$ cat src/rtl/evq_pkg.sv
package evq_pkg;
  // Log2 of the entry count for size code 0 in each mode
  localparam int SMALL_LOG_ENTRIES = 5;
  localparam int PAGE_LOG_ENTRIES  = 10;
  // Largest legal size code in each mode
  localparam int SMALL_MAX_CODE    = 4;
  localparam int PAGE_MAX_CODE     = 12;
  // Index width covers the largest queue
  localparam int IDX_W = PAGE_LOG_ENTRIES + PAGE_MAX_CODE;
  localparam int CNT_W = IDX_W + 1;

  typedef struct packed {
    logic load;         // capture request and queue state
    logic commitWrite;  // memory acknowledged, store results
    logic commitSkip;   // illegal size, store error result
  } evqStrobe_t;

  typedef enum logic [1:0] {
    ST_IDLE  = 2'd0,
    ST_WRITE = 2'd1,
    ST_RESP  = 2'd2
  } evqState_t;
endpackage

$ cat src/rtl/evq_datapath.sv
module evq_datapath
  import evq_pkg::*;
#(
  parameter int ADDR_W = 32,
  parameter int SIZE_W = 4
) (
  input  logic              clk,
  input  logic              rstN,
  input  evqStrobe_t        strobe,
  input  logic [ADDR_W-1:0] descBase,
  input  logic [SIZE_W-1:0] descSize,
  input  logic              descChunk,
  input  logic [IDX_W-1:0]  descIndex,
  input  logic              descGen,
  input  logic              descFlip,
  input  logic              flipClear,
  input  logic [30:0]       reqData,
  input  logic              memErr,
  output logic              sizeBad,
  output logic [ADDR_W-1:0] memAddr,
  output logic [31:0]       memData,
  output logic [IDX_W-1:0]  newIndex,
  output logic              newGen,
  output logic              newFlip,
  output logic              errSize,
  output logic              errMem
);
  function automatic logic codeLegal(input logic chunk, input logic [SIZE_W-1:0] code);
    if (chunk) return int'(code) <= SMALL_MAX_CODE;
    else       return int'(code) <= PAGE_MAX_CODE;
  endfunction

  function automatic logic [CNT_W-1:0] entriesOf(input logic chunk, input logic [SIZE_W-1:0] code);
    if (chunk) return CNT_W'(1) << (SMALL_LOG_ENTRIES + int'(code));
    else       return CNT_W'(1) << (PAGE_LOG_ENTRIES + int'(code));
  endfunction

  // Captured request
  logic [ADDR_W-1:0] capBase;
  logic [SIZE_W-1:0] capSize;
  logic              capChunk;
  logic [IDX_W-1:0]  capIdx;
  logic              capGen;
  logic              capFlip;
  logic              capClear;
  logic [30:0]       capData;

  logic [CNT_W-1:0]  capCount;
  logic [CNT_W-1:0]  incIdx;
  logic              wrap;
  logic [IDX_W-1:0]  nextIdx;
  logic [31:0]       entryWord;

  assign sizeBad = !codeLegal(descChunk, descSize);

  always_ff @(posedge clk) begin
    if (!rstN) begin
      capBase  <= '0;
      capSize  <= '0;
      capChunk <= 1'b0;
      capIdx   <= '0;
      capGen   <= 1'b0;
      capFlip  <= 1'b0;
      capClear <= 1'b0;
      capData  <= '0;
    end else if (strobe.load) begin
      capBase  <= descBase;
      capSize  <= descSize;
      capChunk <= descChunk;
      capIdx   <= descIndex;
      capGen   <= descGen;
      capFlip  <= descFlip;
      capClear <= flipClear;
      capData  <= reqData;
    end
  end

  always_comb begin
    capCount  = entriesOf(capChunk, capSize);
    incIdx    = {1'b0, capIdx} + CNT_W'(1);
    wrap      = incIdx >= capCount;
    nextIdx   = wrap ? '0 : incIdx[IDX_W-1:0];
    entryWord = {capGen, capData};
  end

  assign memAddr = capBase + ADDR_W'({capIdx, 2'b00});

  // Big-endian lanes: most significant entry byte in the lowest lane
  genvar lane;
  generate
    for (lane = 0; lane < 4; lane++) begin : g_lane
      assign memData[8*lane +: 8] = entryWord[8*(3-lane) +: 8];
    end
  endgenerate

  always_ff @(posedge clk) begin
    if (!rstN) begin
      newIndex <= '0;
      newGen   <= 1'b0;
      newFlip  <= 1'b0;
      errSize  <= 1'b0;
      errMem   <= 1'b0;
    end else if (strobe.commitSkip) begin
      newIndex <= descIndex;
      newGen   <= descGen;
      newFlip  <= descFlip;
      errSize  <= 1'b1;
      errMem   <= 1'b0;
    end else if (strobe.commitWrite) begin
      errSize <= 1'b0;
      if (memErr) begin
        newIndex <= capIdx;
        newGen   <= capGen;
        newFlip  <= capFlip;
        errMem   <= 1'b1;
      end else begin
        newIndex <= nextIdx;
        newGen   <= capGen ^ wrap;
        newFlip  <= wrap ? 1'b1 : (capFlip & ~capClear);
        errMem   <= 1'b0;
      end
    end
  end

  // a successful commit leaves the index inside the queue
  assert_index_in_range_R5: assert property (@(posedge clk) disable iff (!rstN)
    strobe.commitWrite && !memErr |=> {1'b0, newIndex} < capCount);

  // a result index of zero after a good write means a wrap, so the flag is set
  assert_wrap_sets_flip_R6: assert property (@(posedge clk) disable iff (!rstN)
    strobe.commitWrite && !memErr && (nextIdx == '0) |=> newFlip);

  // a failed write returns the captured generation bit
  assert_err_keeps_gen_R9: assert property (@(posedge clk) disable iff (!rstN)
    strobe.commitWrite && memErr |=> errMem && (newGen == $past(capGen)));
endmodule

$ cat src/rtl/evq_control.sv
module evq_control
  import evq_pkg::*;
(
  input  logic       clk,
  input  logic       rstN,
  input  logic       reqValid,
  input  logic       sizeBad,
  input  logic       memAck,
  output logic       reqReady,
  output logic       memValid,
  output logic       doneValid,
  output evqStrobe_t strobe
);
  evqState_t state, stateNext;

  always_comb begin
    stateNext = state;
    strobe    = '0;
    unique case (state)
      ST_IDLE: begin
        if (reqValid) begin
          strobe.load       = 1'b1;
          strobe.commitSkip = sizeBad;
          stateNext         = sizeBad ? ST_RESP : ST_WRITE;
        end
      end
      ST_WRITE: begin
        if (memAck) begin
          strobe.commitWrite = 1'b1;
          stateNext          = ST_RESP;
        end
      end
      ST_RESP:  stateNext = ST_IDLE;
      default:  stateNext = ST_IDLE;
    endcase
  end

  always_ff @(posedge clk) begin
    if (!rstN) state <= ST_IDLE;
    else       state <= stateNext;
  end

  assign reqReady  = (state == ST_IDLE);
  assign memValid  = (state == ST_WRITE);
  assign doneValid = (state == ST_RESP);

  // an illegal size skips the write and answers on the next cycle
  assert_size_skip_R7: assert property (@(posedge clk) disable iff (!rstN)
    reqReady && reqValid && sizeBad |=> !memValid && doneValid);

  // an acknowledged write is answered on the next cycle, with no new acceptance
  assert_done_after_ack_R8: assert property (@(posedge clk) disable iff (!rstN)
    memValid && memAck |=> doneValid && !reqReady);

  // a result strobe lasts one cycle
  assert_done_pulse_R8: assert property (@(posedge clk) disable iff (!rstN)
    doneValid |=> !doneValid);
endmodule

$ cat src/rtl/evq_enqueue_engine.sv
module evq_enqueue_engine
  import evq_pkg::*;
#(
  parameter int ADDR_W = 32,
  parameter int SIZE_W = 4
) (
  input  logic              clk,
  input  logic              rstN,
  input  logic [ADDR_W-1:0] descBase,
  input  logic [SIZE_W-1:0] descSize,
  input  logic              descChunk,
  input  logic [21:0]       descIndex,
  input  logic              descGen,
  input  logic              descFlip,
  input  logic              flipClear,
  input  logic              reqValid,
  output logic              reqReady,
  input  logic [30:0]       reqData,
  output logic              memValid,
  output logic [ADDR_W-1:0] memAddr,
  output logic [31:0]       memData,
  input  logic              memAck,
  input  logic              memErr,
  output logic              doneValid,
  output logic [21:0]       newIndex,
  output logic              newGen,
  output logic              newFlip,
  output logic              errSize,
  output logic              errMem
);
  evqStrobe_t strobe;
  logic       sizeBad;

  evq_control u_control (
    .clk       (clk),
    .rstN      (rstN),
    .reqValid  (reqValid),
    .sizeBad   (sizeBad),
    .memAck    (memAck),
    .reqReady  (reqReady),
    .memValid  (memValid),
    .doneValid (doneValid),
    .strobe    (strobe)
  );

  evq_datapath #(
    .ADDR_W (ADDR_W),
    .SIZE_W (SIZE_W)
  ) u_datapath (
    .clk       (clk),
    .rstN      (rstN),
    .strobe    (strobe),
    .descBase  (descBase),
    .descSize  (descSize),
    .descChunk (descChunk),
    .descIndex (descIndex),
    .descGen   (descGen),
    .descFlip  (descFlip),
    .flipClear (flipClear),
    .reqData   (reqData),
    .memErr    (memErr),
    .sizeBad   (sizeBad),
    .memAddr   (memAddr),
    .memData   (memData),
    .newIndex  (newIndex),
    .newGen    (newGen),
    .newFlip   (newFlip),
    .errSize   (errSize),
    .errMem    (errMem)
  );

  // the write request holds still until it is acknowledged
  assert_write_hold_R10: assert property (@(posedge clk) disable iff (!rstN)
    memValid && !memAck |=> memValid && $stable(memAddr) && $stable(memData));
endmodule

$ cat config.mk
export PLATFORM = sky130hd
export DESIGN_NAME = evq_enqueue_engine
export DESIGN_NICKNAME = d
export VERILOG_FILES = /design/src/rtl/evq_pkg.sv /design/src/rtl/evq_datapath.sv /design/src/rtl/evq_control.sv /design/src/rtl/evq_enqueue_engine.sv
export SDC_FILE = /design/constraint.sdc
export NUM_CORES = 1
export LEC_CHECK = 0
export BUFFER_PORTS_ARGS = -buffer_cell sky130_fd_sc_hd__clkbuf_2
export CAP_MARGIN = 20
export CORE_MARGIN = 2
export CORE_UTILIZATION = 49
export CTS_CLUSTER_DIAMETER = 100
export DETAILED_ROUTE_END_ITERATION = 16
export PLACE_DENSITY = 0.78
export SYNTH_ARGS = -nofsm -noshare
export SYNTH_HDL_FRONTEND = slang
export SYNTH_SLANG_ARGS = --single-unit
export TNS_END_PERCENT = 20
$ cat constraint.sdc
create_clock -name clk -period 3.3 [get_ports clk]
set_input_delay 0.33 -clock clk [delete_from_list [all_inputs] [get_ports clk]]
set_output_delay 0.33 -clock clk [all_outputs]
set_load 0.005 [all_outputs]
==> impl_metrics.tcl <==
set metrics [dict create \
    status "finished, violations left" \
    violations "setup timing" \
    grt_pass1_wl_mm 35.97 \
    setup_viol 21 \
    num_vias 8140 \
    clk_path_buf_depth 2 \
    path_class "reg -> reg" \
    power.switching_mw 1.467 \
    leakage_nw 4.446 \
    pwr_density_cell_mw_per_mm2 490.3 \
    port-buffer-count 190 \
    worst_ir_drop_vdd_mv 0.4257 \
    synth.avg_cell_area_sq_um 7.290 \
    routabilityCongestion 0.9666 \
    cap_violations 0 \
    yosysSeqAreaShare 0.3346 \
    min_period_ps 3427 \
    cts_hold_buf 0 \
    slew_violations 0 \
    start_kind "flop" \
    gr-total-overflow 0 \
    cts.clk_slew.worst_paths_ps 60 \
    clock_sinks 121 \
    start_util 0.5000 \
    via_per_inst 5.806 \
    worst_pin_slew_ps 920.9 \
    synthesis.nets 1141 \
    clk_latency_ps 430 \
    ant_nets 0 \
    synthesis.area_sq_mm 0.007239 \
    drive_gt1_frac 0.3054 \
    dp_hpwl_mm 16.45 \
    wirelength_mm 24.51 \
    root_buffer "clkbuf_16" \
    die_x_um 125.6 \
    p_comb_frac 0.241 \
    synthCells 993 \
    tns_ps -1045 \
    area_delta_synth_final_pct 35.53 \
    core-area_sq_mm 0.01448 \
    internal_power_mw 3.344 \
    yosys_warnings 0 \
    die_area_sq_mm 0.01576 \
    cp.arrival_ps 3740 \
    cts_max_level 4 \
    num_antenna_cells 0 \
    grt_max_degree 110 \
    hp-class "in -> reg" \
    required_ps 3610 \
    drt-initial-drc-count 700 \
    place_ws_ps -63.14 \
    maxSlewHeadroom 0.3860 \
    dr.pass1.iters 5 \
    drc 0 \
    grt_pass1_vias 7235 \
    finalPower_mw 4.811 \
    rr_startpoint "u_datapath.capIdx[1]$_SDFFE_PN0P_" \
    startpoint "u_datapath.capIdx[1]$_SDFFE_PN0P_" \
    critPathMaxFanout 6 \
    track_usage 0.2839 \
    cts_tree "yes" \
    switching_share 0.3049 \
    die_h_um 125.6 \
    n_fill_cell 1166 \
    cts_buffers 17 \
    antenna_found_initial 0 \
    nNetsFinal 1353 \
    hold_viol 0 \
    min-delay-start "descBase[25]" \
    fmax_mhz 291.8 \
    pwr-share-seq 0.339 \
    grt_setup_unrepaired "true" \
    setup.worst_path.end_class "flop" \
    fin_ws_ps -127.0 \
    skew_ps 7.478 \
    pin_count 191 \
    ys.flop_type "dfxtp_1" \
    ys_ff_latch 121 \
    synth_edf_count 0 \
    post_drt_wl_per_cell_um 17.48 \
    synth_cell_types 59 \
    clockPowerShare 0.419 \
    async_reset_ff_frac 0 \
    fin_crit_sh 1.038 \
    row_count 44 \
]
[cells in the mapped netlist, types with 8 or more instances]
cell type / count / share of area
nand2_1: 287 / 0.15
a21oi_1: 140 / 0.097
dfxtp_1: 121 / 0.33
ha_1: 49 / 0.085
nand3_1: 46 / 0.032
clkbuf_1: 45 / 0.023
nor2_1: 44 / 0.023
xnor2_1: 38 / 0.046
o21ai_0: 28 / 0.019
inv_1: 18 / 0.0093
nor3_1: 11 / 0.0076
a21o_1: 9 / 0.0093
a32oi_1: 9 / 0.011
buf_2: 9 / 0.0062
nand4_1: 9 / 0.0078
xor2_1: 9 / 0.011
nor4_1: 8 / 0.0069
[layout make-up]
cell class | count | area [sq um] | area share
multi-input cells | 792 | 4965 | 0.5060
clock inverters | 11 | 170.2 | 0.01734
clock buffers | 21 | 460.4 | 0.04693
flip-flops and latches | 121 | 2429 | 0.2475
repair buffers | 255 | 1489 | 0.1517
well taps | 184 | 230.2 | 0.02346
inverters | 18 | 68.82 | 0.007014
[path summary, 6_finish.rpt]
path	slack, ps	end	depth (start not counted)
setup / recovery	-130	u_datapath.newIndex[14]$_SDFFE_PN0P_	15
setup reg to reg	-130	u_datapath.newIndex[14]$_SDFFE_PN0P_	15
hold / removal	120	u_datapath.capBase[25]$_SDFFE_PN0P_	3
hold reg to reg	450	u_datapath.capData[6]$_SDFFE_PN0P_	2
[critical path, stage by stage (launching register included)]
cell and delay, ps:
dfxtp_4 360, ha_4 130, nand4_1 140, or2_4 290
nor3_4 230, nand4_2 170, xnor2_2 220, ha_4 300
nand4_1 110, nor4_2 330, o211ai_1 150, o21ai_2 270
nor2_4 100, buf_6 170, a32oi_1 230, nand2_1 90
[per-stage QoR]
stage	util	instance area, sq um	instances	hold slack, ps
after detailed placement	0.5914	8563	1354	446.0
final	0.6777	9812	1402	116.5
after global placement	0.5914	8563	1354	439.9
after CTS	0.6366	9218	1386	107.8
after floorplan	-	7249	993	432.9
after global routing	0.6777	9812	1402	125.2
[sequential cells by signal (all words and copies together) (netlist names), 2 cells and up]
register             flops
u_datapath.capData      31
u_datapath.capIdx       22
u_datapath.capSize       4
u_datapath.newIndex     22
u_control.state          2
u_datapath.capBase      32
[power groups by stage]
stage | clock network (mW) | registers (mW) | logic (mW)
4_1_cts | 2.02 | 1.63 | 1.00
2_1_floorplan | 0 | 1.66 | 0.589
3_5_place_dp | 0 | 1.66 | 0.990
5_1_grt | 2.09 | 1.64 | 1.26
3_3_place_gp | 0 | 1.66 | 0.978
6_report | 2.02 | 1.63 | 1.16
[cell families after synthesis]
logic type,Yosys count,synth area share
and+or+nand+nor,446,0.2663
AOI/OAI and AO/OA,245,0.2022
DFF,121,0.3346
buffers and inverters,80,0.04614
adders and majority gates,51,0.08884
xor gates and xnor gates,48,0.05911
muxes,2,0.002765
[metal layers]
metal,vias to the layer above,global-route usage,wire length [um]
met3,75,0.08130,2480
met4,0,0.1111,779
met5,-,0,0
li1,3867,-,-
met2,439,0.4572,11630
met1,3759,0.3597,9624
[cells in the final DEF, fill, tap and decap left out, types with 4 or more instances in the layout]
cell / instances
a32oi_1: 8
dfxtp_1: 118
xnor2_2: 8
ha_4: 6
a21oi_2: 7
clkbuf_2: 190
nor2_1: 34
o21ai_2: 5
a221oi_1: 4
clkinv_2: 4
xor2_1: 9
nand2b_1: 6
nand2_2: 4
a21oi_1: 131
nand4_1: 9
nor2b_1: 5
nand2_1: 282
bufinv_16: 4
xnor2_1: 30
nor2_4: 5
nor4_1: 6
nand3_4: 4
a31oi_1: 4
o211ai_1: 6
nor3_1: 11
and3_1: 5
o21a_1: 6
o21ai_1: 5
clkbuf_16: 17
nand3_1: 41
a21o_1: 8
a211oi_1: 4
o21ai_0: 20
clkinv_4: 4
ha_1: 42
and2_1: 5
nor2_2: 7
buf_4: 53
buf_6: 8
inv_1: 17
[timing repair]
| action | 4_1_cts | 5_1_grt |
|---|---|---|
| setup buffers | 0 | 13 |
| gates cloned | 0 | 3 |
| setup endpoints to repair | 26 | 38 |
| resized for setup | 7 | 99 |
| pin swaps | 4 | 51 |
(Power assumes the default switching activity.)
